--- config.mk ---
export PLATFORM = sky130hd
export DESIGN_NAME = fpu_issue_sb
export DESIGN_NICKNAME = d
export VERILOG_FILES = /design/src/rtl/fpu_sb_pkg.sv /design/src/rtl/fpu_sb_regtrack.sv /design/src/rtl/fpu_sb_pitch.sv /design/src/rtl/fpu_sb_special.sv /design/src/rtl/fpu_issue_sb.sv
export SDC_FILE = /design/constraint.sdc
export NUM_CORES = 1
export LEC_CHECK = 0
export ABC_AREA = 1
export BUFFER_PORTS_ARGS = -buffer_cell sky130_fd_sc_hd__buf_2
export CAP_MARGIN = 20
export CORE_ASPECT_RATIO = 2
export CORE_UTILIZATION = 60
export DETAILED_ROUTE_END_ITERATION = 8
export MAX_ROUTING_LAYER = met4
export PLACE_DENSITY = 0.87
export SLEW_MARGIN = 20
export SYNTH_ARGS = -nofsm -noshare
export SYNTH_HDL_FRONTEND = slang
export SYNTH_HIERARCHICAL = 1
export SYNTH_SLANG_ARGS = --single-unit
--- constraint.sdc ---
create_clock -name clk -period 7.39 [get_ports clk]
set_input_delay 1.8475 -clock clk [delete_from_list [all_inputs] [get_ports clk]]
set_output_delay 1.8475 -clock clk [all_outputs]
set_load 0.01 [all_outputs]
--- src/rtl/fpu_sb_pkg.sv ---
package fpu_sb_pkg;

    typedef enum logic [2:0] {
        OPC_SIMPLE  = 3'd0,
        OPC_CMP     = 3'd1,
        OPC_MUL5    = 3'd2,
        OPC_XFORM   = 3'd3,
        OPC_DMUL    = 3'd4,
        OPC_DIVSQRT = 3'd5,
        OPC_RSQRT   = 3'd6,
        OPC_SINCOS  = 3'd7
    } opclass_e;

    localparam int LAT_W   = 5;
    localparam int PITCH_W = 3;
    localparam int SPEC_W  = 4;

    typedef struct packed {
        logic [LAT_W-1:0]   lat;
        logic [PITCH_W-1:0] pitch;
        logic [SPEC_W-1:0]  spec;
        logic               post;
    } timing_t;

    function automatic timing_t class_timing(input opclass_e c);
        timing_t t;
        unique case (c)
            OPC_SIMPLE:  t = '{lat: 5'd3,  pitch: 3'd1, spec: 4'd0,  post: 1'b0};
            OPC_CMP:     t = '{lat: 5'd2,  pitch: 3'd1, spec: 4'd0,  post: 1'b0};
            OPC_MUL5:    t = '{lat: 5'd5,  pitch: 3'd1, spec: 4'd0,  post: 1'b0};
            OPC_XFORM:   t = '{lat: 5'd8,  pitch: 3'd4, spec: 4'd0,  post: 1'b0};
            OPC_DMUL:    t = '{lat: 5'd7,  pitch: 3'd3, spec: 4'd0,  post: 1'b0};
            OPC_DIVSQRT: t = '{lat: 5'd17, pitch: 3'd1, spec: 4'd13, post: 1'b1};
            OPC_RSQRT:   t = '{lat: 5'd5,  pitch: 3'd1, spec: 4'd3,  post: 1'b0};
            OPC_SINCOS:  t = '{lat: 5'd7,  pitch: 3'd3, spec: 4'd5,  post: 1'b0};
            default:     t = '{lat: 5'd3,  pitch: 3'd1, spec: 4'd0,  post: 1'b0};
        endcase
        return t;
    endfunction

endpackage

--- src/rtl/fpu_sb_regtrack.sv ---
module fpu_sb_regtrack #(
    parameter int NREG  = 16,
    parameter int CNT_W = 5,
    parameter int REG_W = $clog2(NREG)
) (
    input  logic             clk,
    input  logic             rst_n,
    input  logic             load,
    input  logic [REG_W-1:0] load_idx,
    input  logic [CNT_W-1:0] load_val,
    output logic [NREG-1:0]  ready
);

    logic [CNT_W-1:0] cnt [NREG];

    for (genvar g = 0; g < NREG; g++) begin : g_reg
        logic hit;
        assign hit = load && (load_idx == REG_W'(g));

        always_ff @(posedge clk or negedge rst_n) begin
            if (!rst_n) begin
                cnt[g] <= '0;
            end else if (hit) begin
                cnt[g] <= load_val;
            end else if (cnt[g] != '0) begin
                cnt[g] <= cnt[g] - 1'b1;
            end
        end

        assign ready[g] = (cnt[g] == '0);

        // a pending countdown falls by exactly one per cycle
        p_countdown_r2: assert property (@(posedge clk) disable iff (!rst_n)
            (cnt[g] != '0 && !hit) |=> (cnt[g] == $past(cnt[g]) - 1'b1));
    end

    // a destination is only reloaded once its previous result is ready
    p_reload_ready_r8: assert property (@(posedge clk) disable iff (!rst_n)
        load |-> ready[load_idx]);

endmodule

--- src/rtl/fpu_sb_pitch.sv ---
module fpu_sb_pitch #(
    parameter int PW = 3
) (
    input  logic          clk,
    input  logic          rst_n,
    input  logic          issue,
    input  logic [PW-1:0] pitch,
    output logic          free
);

    logic [PW-1:0] cnt;

    always_ff @(posedge clk or negedge rst_n) begin
        if (!rst_n) begin
            cnt <= '0;
        end else if (issue) begin
            cnt <= pitch - 1'b1;
        end else if (cnt != '0) begin
            cnt <= cnt - 1'b1;
        end
    end

    assign free = (cnt == '0);

    // nothing issues while an earlier pitch is still running
    p_pitch_hold_r3: assert property (@(posedge clk) disable iff (!rst_n)
        !free |-> !issue);

endmodule

--- src/rtl/fpu_sb_special.sv ---
module fpu_sb_special #(
    parameter int SW = 4
) (
    input  logic          clk,
    input  logic          rst_n,
    input  logic          start,
    input  logic [SW-1:0] occ,
    input  logic          post_req,
    output logic          idle,
    output logic          post_slot
);

    typedef enum logic [1:0] {
        SP_IDLE = 2'd0,
        SP_BUSY = 2'd1,
        SP_POST = 2'd2
    } sp_state_e;

    sp_state_e     state, state_nx;
    logic [SW-1:0] cnt;
    logic          post_pend;

    always_comb begin
        state_nx = state;
        unique case (state)
            SP_IDLE: if (start) state_nx = SP_BUSY;
            SP_BUSY: if (cnt == SW'(1)) state_nx = post_pend ? SP_POST : SP_IDLE;
            SP_POST: state_nx = SP_IDLE;
            default: state_nx = SP_IDLE;
        endcase
    end

    always_ff @(posedge clk or negedge rst_n) begin
        if (!rst_n) begin
            state     <= SP_IDLE;
            cnt       <= '0;
            post_pend <= 1'b0;
        end else begin
            state <= state_nx;
            if (state == SP_IDLE && start) begin
                cnt       <= occ - 1'b1;
                post_pend <= post_req;
            end else if (cnt != '0) begin
                cnt <= cnt - 1'b1;
            end
        end
    end

    always_comb begin
        idle      = 1'b0;
        post_slot = 1'b0;
        unique case (state)
            SP_IDLE: idle = 1'b1;
            SP_BUSY: idle = 1'b0;
            SP_POST: post_slot = 1'b1;
            default: idle = 1'b1;
        endcase
    end

    // a new special operation starts only from the idle state
    p_start_idle_r4: assert property (@(posedge clk) disable iff (!rst_n)
        start |-> (state == SP_IDLE));

    // the postprocess state lasts exactly one cycle
    p_post_once_r5: assert property (@(posedge clk) disable iff (!rst_n)
        (state == SP_POST) |=> (state == SP_IDLE));

endmodule

--- src/rtl/fpu_issue_sb.sv ---
module fpu_issue_sb
    import fpu_sb_pkg::*;
#(
    parameter int NREG  = 16,
    parameter int NSRC  = 3,
    parameter int CNT_W = 5,
    localparam int REG_W = $clog2(NREG)
) (
    input  logic                       clk,
    input  logic                       rst_n,
    input  logic                       req_valid,
    input  logic [2:0]                 req_class,
    input  logic [REG_W-1:0]           req_dst,
    input  logic                       req_dst_en,
    input  logic [NSRC-1:0][REG_W-1:0] req_src,
    input  logic [NSRC-1:0]            req_src_en,
    output logic                       issue,
    output logic [NREG-1:0]            reg_ready,
    output logic                       spec_busy,
    output logic                       post_slot
);

    timing_t tm;
    logic    main_free;
    logic    sp_idle;
    logic    sp_post;
    logic    raw_hit;
    logic    waw_hit;
    logic    need_sp;

    assign tm      = class_timing(opclass_e'(req_class));
    assign need_sp = (tm.spec != '0);

    always_comb begin
        raw_hit = 1'b0;
        for (int i = 0; i < NSRC; i++) begin
            if (req_src_en[i] && !reg_ready[req_src[i]]) raw_hit = 1'b1;
        end
    end

    assign waw_hit = req_dst_en && !reg_ready[req_dst];

    assign issue = req_valid && !raw_hit && !waw_hit && main_free
                && !sp_post && !(need_sp && !sp_idle);

    fpu_sb_regtrack #(.NREG(NREG), .CNT_W(CNT_W), .REG_W(REG_W)) u_regs (
        .clk      (clk),
        .rst_n    (rst_n),
        .load     (issue && req_dst_en),
        .load_idx (req_dst),
        .load_val (CNT_W'(tm.lat - 1'b1)),
        .ready    (reg_ready)
    );

    fpu_sb_pitch #(.PW(PITCH_W)) u_pitch (
        .clk   (clk),
        .rst_n (rst_n),
        .issue (issue),
        .pitch (tm.pitch),
        .free  (main_free)
    );

    fpu_sb_special #(.SW(SPEC_W)) u_special (
        .clk       (clk),
        .rst_n     (rst_n),
        .start     (issue && need_sp),
        .occ       (tm.spec),
        .post_req  (tm.post),
        .idle      (sp_idle),
        .post_slot (sp_post)
    );

    assign spec_busy = !sp_idle;
    assign post_slot = sp_post;

    // the postprocess cycle owns the main pipe
    p_post_blocks_r5: assert property (@(posedge clk) disable iff (!rst_n)
        post_slot |-> !issue);

    // no issue without a valid request
    p_idle_quiet_r9: assert property (@(posedge clk) disable iff (!rst_n)
        !req_valid |-> !issue);

    // every enabled source of an issued request is ready
    for (genvar g = 0; g < NSRC; g++) begin : g_raw
        p_raw_clear_r7: assert property (@(posedge clk) disable iff (!rst_n)
            (issue && req_src_en[g]) |-> reg_ready[req_src[g]]);
    end

endmodule

==> impl_metrics.yaml, run 1 <==
logic_synthesis:
  synthesis.area_um2: 6400
  synthFlopType: "dfrtp_1"
  ys_seq_area_frac: 0.352
  synth_cell_types: 34
  syn_avg_cell_area_um2: 6.93
  yosys.area.top_type: "dfrtp_1"
  synth_nets: 981
  synth-edff-count: 0
  yosysTopAreaCellShare: 0.352
  yosys-top-cells-area: "dfrtp_1 35%, nand2_1 16%, nand3_1 14%"
  async_flop_share: 1.00
  netlist_instances: 924
  synth_warnings: 6
  ys_seq_elements: 90
clock_network:
  cts_hold_buf: 0
  root_buffer: "clkbuf_16"
  htree_levels: 3
  cts_tree: "yes"
  clock_sink_count: 90
  cts.path.max_buffers: 2
  postCtsSetupBuffers: 0
  path_clk_slew_ps: 70
  cts_buffers: 9
  ctsResizeCount: 0
  insertion_delay_ps: 350
place:
  numPortBuffers: 44
  dp_hpwl_um: 12000
  routabilityCongestion: 0.955
  dp_cells: 1097
power:
  leakagePower_uw: 0.00392
  total_power_uw: 2680
  cellPowerDensity_nw_per_um2: 379
  ir_drop_mv: 0.231
critical_path:
  worstSetupPathType: "in -> out"
  reg2regPathDepth: 17
  cp_max_fo: 5
  rrSetupSlack_ps: 3390
  r2r-start: "u_regs/cnt[10]$_DFFE_PN0P_"
  crit_end: "issue"
  endpoint_kind: "primary output"
  cp-start-kind: "input port"
  cp-startpoint: "req_class[0]"
  critPathRequiredTime_ps: 5540
  r2r-end: "u_regs/cnt[41]$_DFFE_PN0P_"
  cp.arrival_ps: 3290
timing:
  fin_crit_sh: 0.695
  relSlewSlack: 0.385
  clock_skew_ps: 10.1
  worstMarginPinSlew_ps: 918
  clock.fmax_ghz: 0.195
  hold_viol: 0
  grt_setup_unrepaired: "false"
  final_max_slew_viol_count: 0
  finalSetupViolCount: 0
  period_needed_ps: 5140
  setup-tns-final_ps: 0
global_routing:
  antenna_found_initial: 0
  grt_overflow: 0
  grt_max_degree: 53
  grt_pass1_wl_um: 27300
  grt_usage: 0.330
  grt_pass1_vias: 6203
layout:
  fillCellCount: 941
  fin_nets: 1028
  regArea_um2: 2250
  instances_no_fill: 1113
  multiInputGateArea_um2: 3470
  syn_to_final_growth_pct: 10.5
  layout-drive-gt1-share: 0.110
  antenna_cells: 0
drt:
  wl_um: 16200
  dr.pass1.iters: 5
  drt_iter0_markers: 437
  wl_per_cell_um: 14.6
  via_per_inst: 5.56
  drc_errors: 0
  postRouteAntennaNets: 0
  vias: 6192
floorplanning:
  core.rowCount: 53
  start_util: 0.615
  pin_count: 45
  die_w_um: 75.0
  core_um2: 10400
  dieArea_um2: 11100
  dieHeight_um: 148
hold_path:
  hold_path_depth: 2
  min_path_type: "reg -> reg"
run:
  max_cap_viol_count: 0
outcome:
  run_status: "finished clean"
[how the worst min path moves through the flow]
stage | startpoint | to | slack, ps
6_report | u_regs/cnt[20]$_DFFE_PN0P_ | u_regs/cnt[20]$_DFFE_PN0P_ | 490
5_1_grt | u_regs/cnt[14]$_DFFE_PN0P_ | u_regs/cnt[14]$_DFFE_PN0P_ | 530
4_1_cts | u_regs/cnt[20]$_DFFE_PN0P_ | u_regs/cnt[20]$_DFFE_PN0P_ | 490
3_5_place_dp | u_regs/cnt[20]$_DFFE_PN0P_ | u_regs/cnt[20]$_DFFE_PN0P_ | 470
3_3_place_gp | u_regs/cnt[60]$_DFFE_PN0P_ | u_regs/cnt[60]$_DFFE_PN0P_ | 470
2_1_floorplan | u_regs/cnt[0]$_DFFE_PN0P_ | u_regs/cnt[0]$_DFFE_PN0P_ | 450
[power breakdown]
group / internal, uW / leakage (uW) / switching (uW)
logic: 527 / 0.00265 / 792
registers: 711 / 0.00112 / 149
clock network: 298 / 0.000149 / 200
total: 1540 / 0.00392 / 1140
[cell type report]
cell class,instances,area share
clock inverter,7,0.0142
clock buffer,9,0.0318
sequential,90,0.318
tap,137,0.0242
inverter,154,0.0832
timing repair buffer,49,0.0368
multi-input combinational,667,0.491
[cells by family (layout without fill, tap and decap cells)]
group | count (synthesis) | after routing | share of synthesized area
AND/OR/NAND/NOR | 570 | 570 | 0.411
buffers and inverters | 167 | 219 | 0.105
flip-flops | 90 | 90 | 0.352
AO/OA/AOI/OAI | 44 | 44 | 0.0403
adder cells (fa/ha/maj) | 31 | 31 | 0.0606
XOR/XNOR | 21 | 21 | 0.0287
multiplexers | 1 | 1 | 0.00234
[layout by cell type, fill, tap and decap left out, types with 3 or more instances in the layout]
cell	n
nand3_1	175
nand4_1	11
inv_1	141
clkinvlp_4	3
xnor2_1	17
xor2_1	4
dfrtp_1	90
nand2_2	6
clkbuf_16	9
o22ai_1	10
nand2_1	274
nor3_2	3
ha_1	31
nand3_2	13
inv_2	6
inv_4	3
buf_4	6
nor2_1	60
o211ai_1	5
o21ai_0	20
nand3b_1	23
a21oi_1	5
buf_2	43
[registers in the layout (all words and copies together), names as in the netlist]
register             flops
u_special/state          2
u_special/cnt            4
u_pitch/cnt              3
u_regs/cnt              80
u_special/post_pend      1
[metal layers]
metal,global-route usage,share of wire,vias to the layer above,wire length [um]
li1,-,-,3044,-
met1,0.355,0.36,2866,5760
met2,0.561,0.53,220,8650
met3,0.0589,0.064,62,1030
met4,0.172,0.047,0,760
met5,-,0,-,0
[metrics by stage]
step	cell area, um^2	worst slack [ps]	hold slack, ps	util
2_1_floorplan	6400	2650	452	-
3_3_place_gp	6750	2320	465	0.648
3_5_place_dp	6750	2270	474	0.648
4_1_cts	7070	2260	491	0.679
5_1_grt	7070	2070	529	0.679
6_report	7070	2250	495	0.679
[worst max-delay path, stage by stage]
cell and delay (ps):
buf_2 130, inv_2 60, ha_1 210, inv_1 80
a31oi_1 80, inv_1 80, nor2_1 50, nor3_2 130
nand3_2 130, nor2_1 280, buf_2 200
[cells in the mapped netlist, drive strengths merged, types with 5 or more instances]
library cell and instances:
o22ai 10, nand3 188, nand2 281, nor2 63
o211ai 5, o21ai 22, nand3b 23, inv 150
xnor2 17, nand4 12, buf 9, a21oi 6
ha 31, dfrtp 90
Note: power is estimated with default switching activity, not from simulation.
==> inputs of run 2 (changes only) <==
Settings changed: ABC_AREA 1 to 0, CORE_UTILIZATION 60 to 56, PLACE_DENSITY 0.87 to 0.86.
Clock period 7.39 ns to 4.4 ns, I/O delays scaled along.
==> impl_metrics.yaml, run 2 <==
outcome:
  run_status: "finished clean"
logic_synthesis:
  syn_avg_cell_area_um2: 10.4
  synth.most_common_cell: "dfrtp_1"
  yosys-top-cells-area: "dfrtp_1 36%, xnor2_1 7.3%, ha_1 6.1%"
  ys_seq_area_frac: 0.355
  synthTopCellsByCount: "90 x dfrtp_1, 68 x nand3_1, 53 x xnor2_1"
  synth-edff-count: 0
  yosysTopAreaCellShare: 0.355
  synth_nets: 666
  synth_cell_types: 58
  yosys.area.top_type: "dfrtp_1"
  async_flop_share: 1.00
  synth_warnings: 6
  synthesis.area_um2: 6340
  synthFlopType: "dfrtp_1"
  netlist_instances: 609
  ys_seq_elements: 90
power:
  cellPowerDensity_nw_per_um2: 665
  total_power_uw: 4710
  leakagePower_uw: 0.00296
  ir_drop_mv: 0.278
clock_network:
  cts.path.max_buffers: 2
  postCtsSetupBuffers: 0
  insertion_delay_ps: 350
  cts_hold_buf: 0
  cts_tree: "yes"
  ctsResizeCount: 0
  clock_sink_count: 90
  htree_levels: 3
  path_clk_slew_ps: 60
  cts_buffers: 9
  root_buffer: "clkbuf_16"
global_routing:
  grt_overflow: 0
  antenna_found_initial: 0
  grt_max_degree: 70
  grt_pass1_wl_um: 26500
  grt_usage: 0.297
  grt_pass1_vias: 5555
timing:
  grt_setup_unrepaired: "false"
  clock.fmax_ghz: 0.241
  finalSetupViolCount: 0
  period_needed_ps: 4150
  relSlewSlack: 0.402
  final_max_slew_viol_count: 0
  setup-tns-final_ps: 0
  fin_crit_sh: 0.944
  clock_skew_ps: 10.3
  hold_viol: 0
  worstMarginPinSlew_ps: 896
critical_path:
  cp-startpoint: "u_regs/cnt[55]$_DFFE_PN0P_"
  r2r-start: "u_regs/cnt[55]$_DFFE_PN0P_"
  crit_end: "issue"
  rrSetupSlack_ps: 520
  cp-start-kind: "flop"
  cp.arrival_ps: 3050
  crit_chain: "inv_1, ha_1, nor4b_4, mux2i_1, mux4_2, a32oi_2, o21ai_2, nor3_1, buf_2"
  reg2regPathDepth: 12
  r2r-end: "u_regs/cnt[71]$_DFFE_PN0P_"
  worstSetupPathType: "reg -> out"
  cp.depth: 9
  endpoint_kind: "primary output"
  critPathRequiredTime_ps: 3300
  critical-path-top-delay-family: "simple AND/OR/NAND/NOR gates"
  cp_max_fo: 9
  critPathMaxStageDelay_ps: 570
  slowest_stage: "nor4b_4"
  path_buf_inv: 2
layout:
  antenna_cells: 0
  fillCellCount: 867
  syn_to_final_growth_pct: 11.8
  layout_commonest_cell: "dfrtp_1"
  top_register: "u_regs/cnt"
  final_cell_mix: "90 x dfrtp_1, 68 x nand3_1, 53 x xnor2_1, 50 x o21ai_0, 49 x inv_1"
  final_core_utilization: 0.647
  instances_no_fill: 805
  fin_nets: 718
  final_cell_area_um2: 7090
  reg_top3: "u_regs/cnt (80), u_special/cnt (4), u_pitch/cnt (3)"
  largest_reg_flops: 80
  layout-drive-gt1-share: 0.224
floorplanning:
  core_um2: 10900
  start_util: 0.579
  dieArea_um2: 11800
  dieHeight_um: 152
  pin_count: 45
  core.rowCount: 54
  die_w_um: 77.2
drt:
  drt_iter0_markers: 348
  drc_errors: 0
  postRouteAntennaNets: 0
  wl_per_cell_um: 20.0
  via_per_inst: 6.41
  dr.pass1.iters: 6
  wl_um: 16100
  vias: 5163
place:
  routabilityCongestion: 0.891
  dpl-instance-area_um2: 6780
  dp_cells: 790
  numPortBuffers: 44
  dp_hpwl_um: 11700
run:
  max_cap_viol_count: 0
hold_path:
  min_path_type: "reg -> reg"
==> run 2: cell families (layout without fill, tap and decap cells) <==
| group | after synthesis | in the layout | share of synthesized area |
|---|---|---|---|
| DFF | 90 | 90 | 0.355 |
| xor gates and xnor gates | 55 | 55 | 0.0760 |
| AOI/OAI and AO/OA | 99 | 99 | 0.0985 |
| muxes | 68 | 68 | 0.141 |
| and+or+nand+nor | 191 | 191 | 0.219 |
| buffers and inverters | 75 | 131 | 0.0496 |
| adders and majority gates | 31 | 31 | 0.0612 |
==> run 2: metal layers <==
layer,global-route usage,wire length (um)
met3,0.0533,986
met5,-,0
met4,0.216,897
met2,0.509,8660
met1,0.296,5520
==> run 2: power breakdown <==
group / total, uW / switching [uW] / internal (uW)
sequential: 1610 / 387 / 1220
combinational: 2300 / 1100 / 1200
clock: 804 / 313 / 491
==> run 2: layout make-up <==
| cell class | instances | area [um^2] | share of cell area |
|---|---|---|---|
| repair buffers | 67 | 395 | 0.0558 |
| clock inverters | 6 | 82.6 | 0.0117 |
| inverters | 49 | 184 | 0.0260 |
| clock buffers | 9 | 225 | 0.0318 |
| multi-input cells | 444 | 3770 | 0.532 |
| flip-flops and latches | 90 | 2250 | 0.318 |
| well taps | 140 | 175 | 0.0247 |
==> run 2: worst min path at each step <==
stage,start,end,slack [ps],cells after the start
floorplan,u_special/post_pend$_DFFE_PN0P_,u_special/post_pend$_DFFE_PN0P_,480,1
global placement,u_special/post_pend$_DFFE_PN0P_,u_special/post_pend$_DFFE_PN0P_,490,1
detailed placement,u_special/post_pend$_DFFE_PN0P_,u_special/post_pend$_DFFE_PN0P_,520,1
CTS,u_special/post_pend$_DFFE_PN0P_,u_special/post_pend$_DFFE_PN0P_,530,1
global route,u_special/post_pend$_DFFE_PN0P_,u_special/post_pend$_DFFE_PN0P_,550,1
finish,u_special/post_pend$_DFFE_PN0P_,u_special/post_pend$_DFFE_PN0P_,560,1
==> run 2: stage by stage <==
stage          worst slack [ps]  hold WS [ps]
2_1_floorplan               689           480
3_3_place_gp                677           489
3_5_place_dp                584           517
4_1_cts                     248           531
5_1_grt                    54.7           552
6_report                    248           557
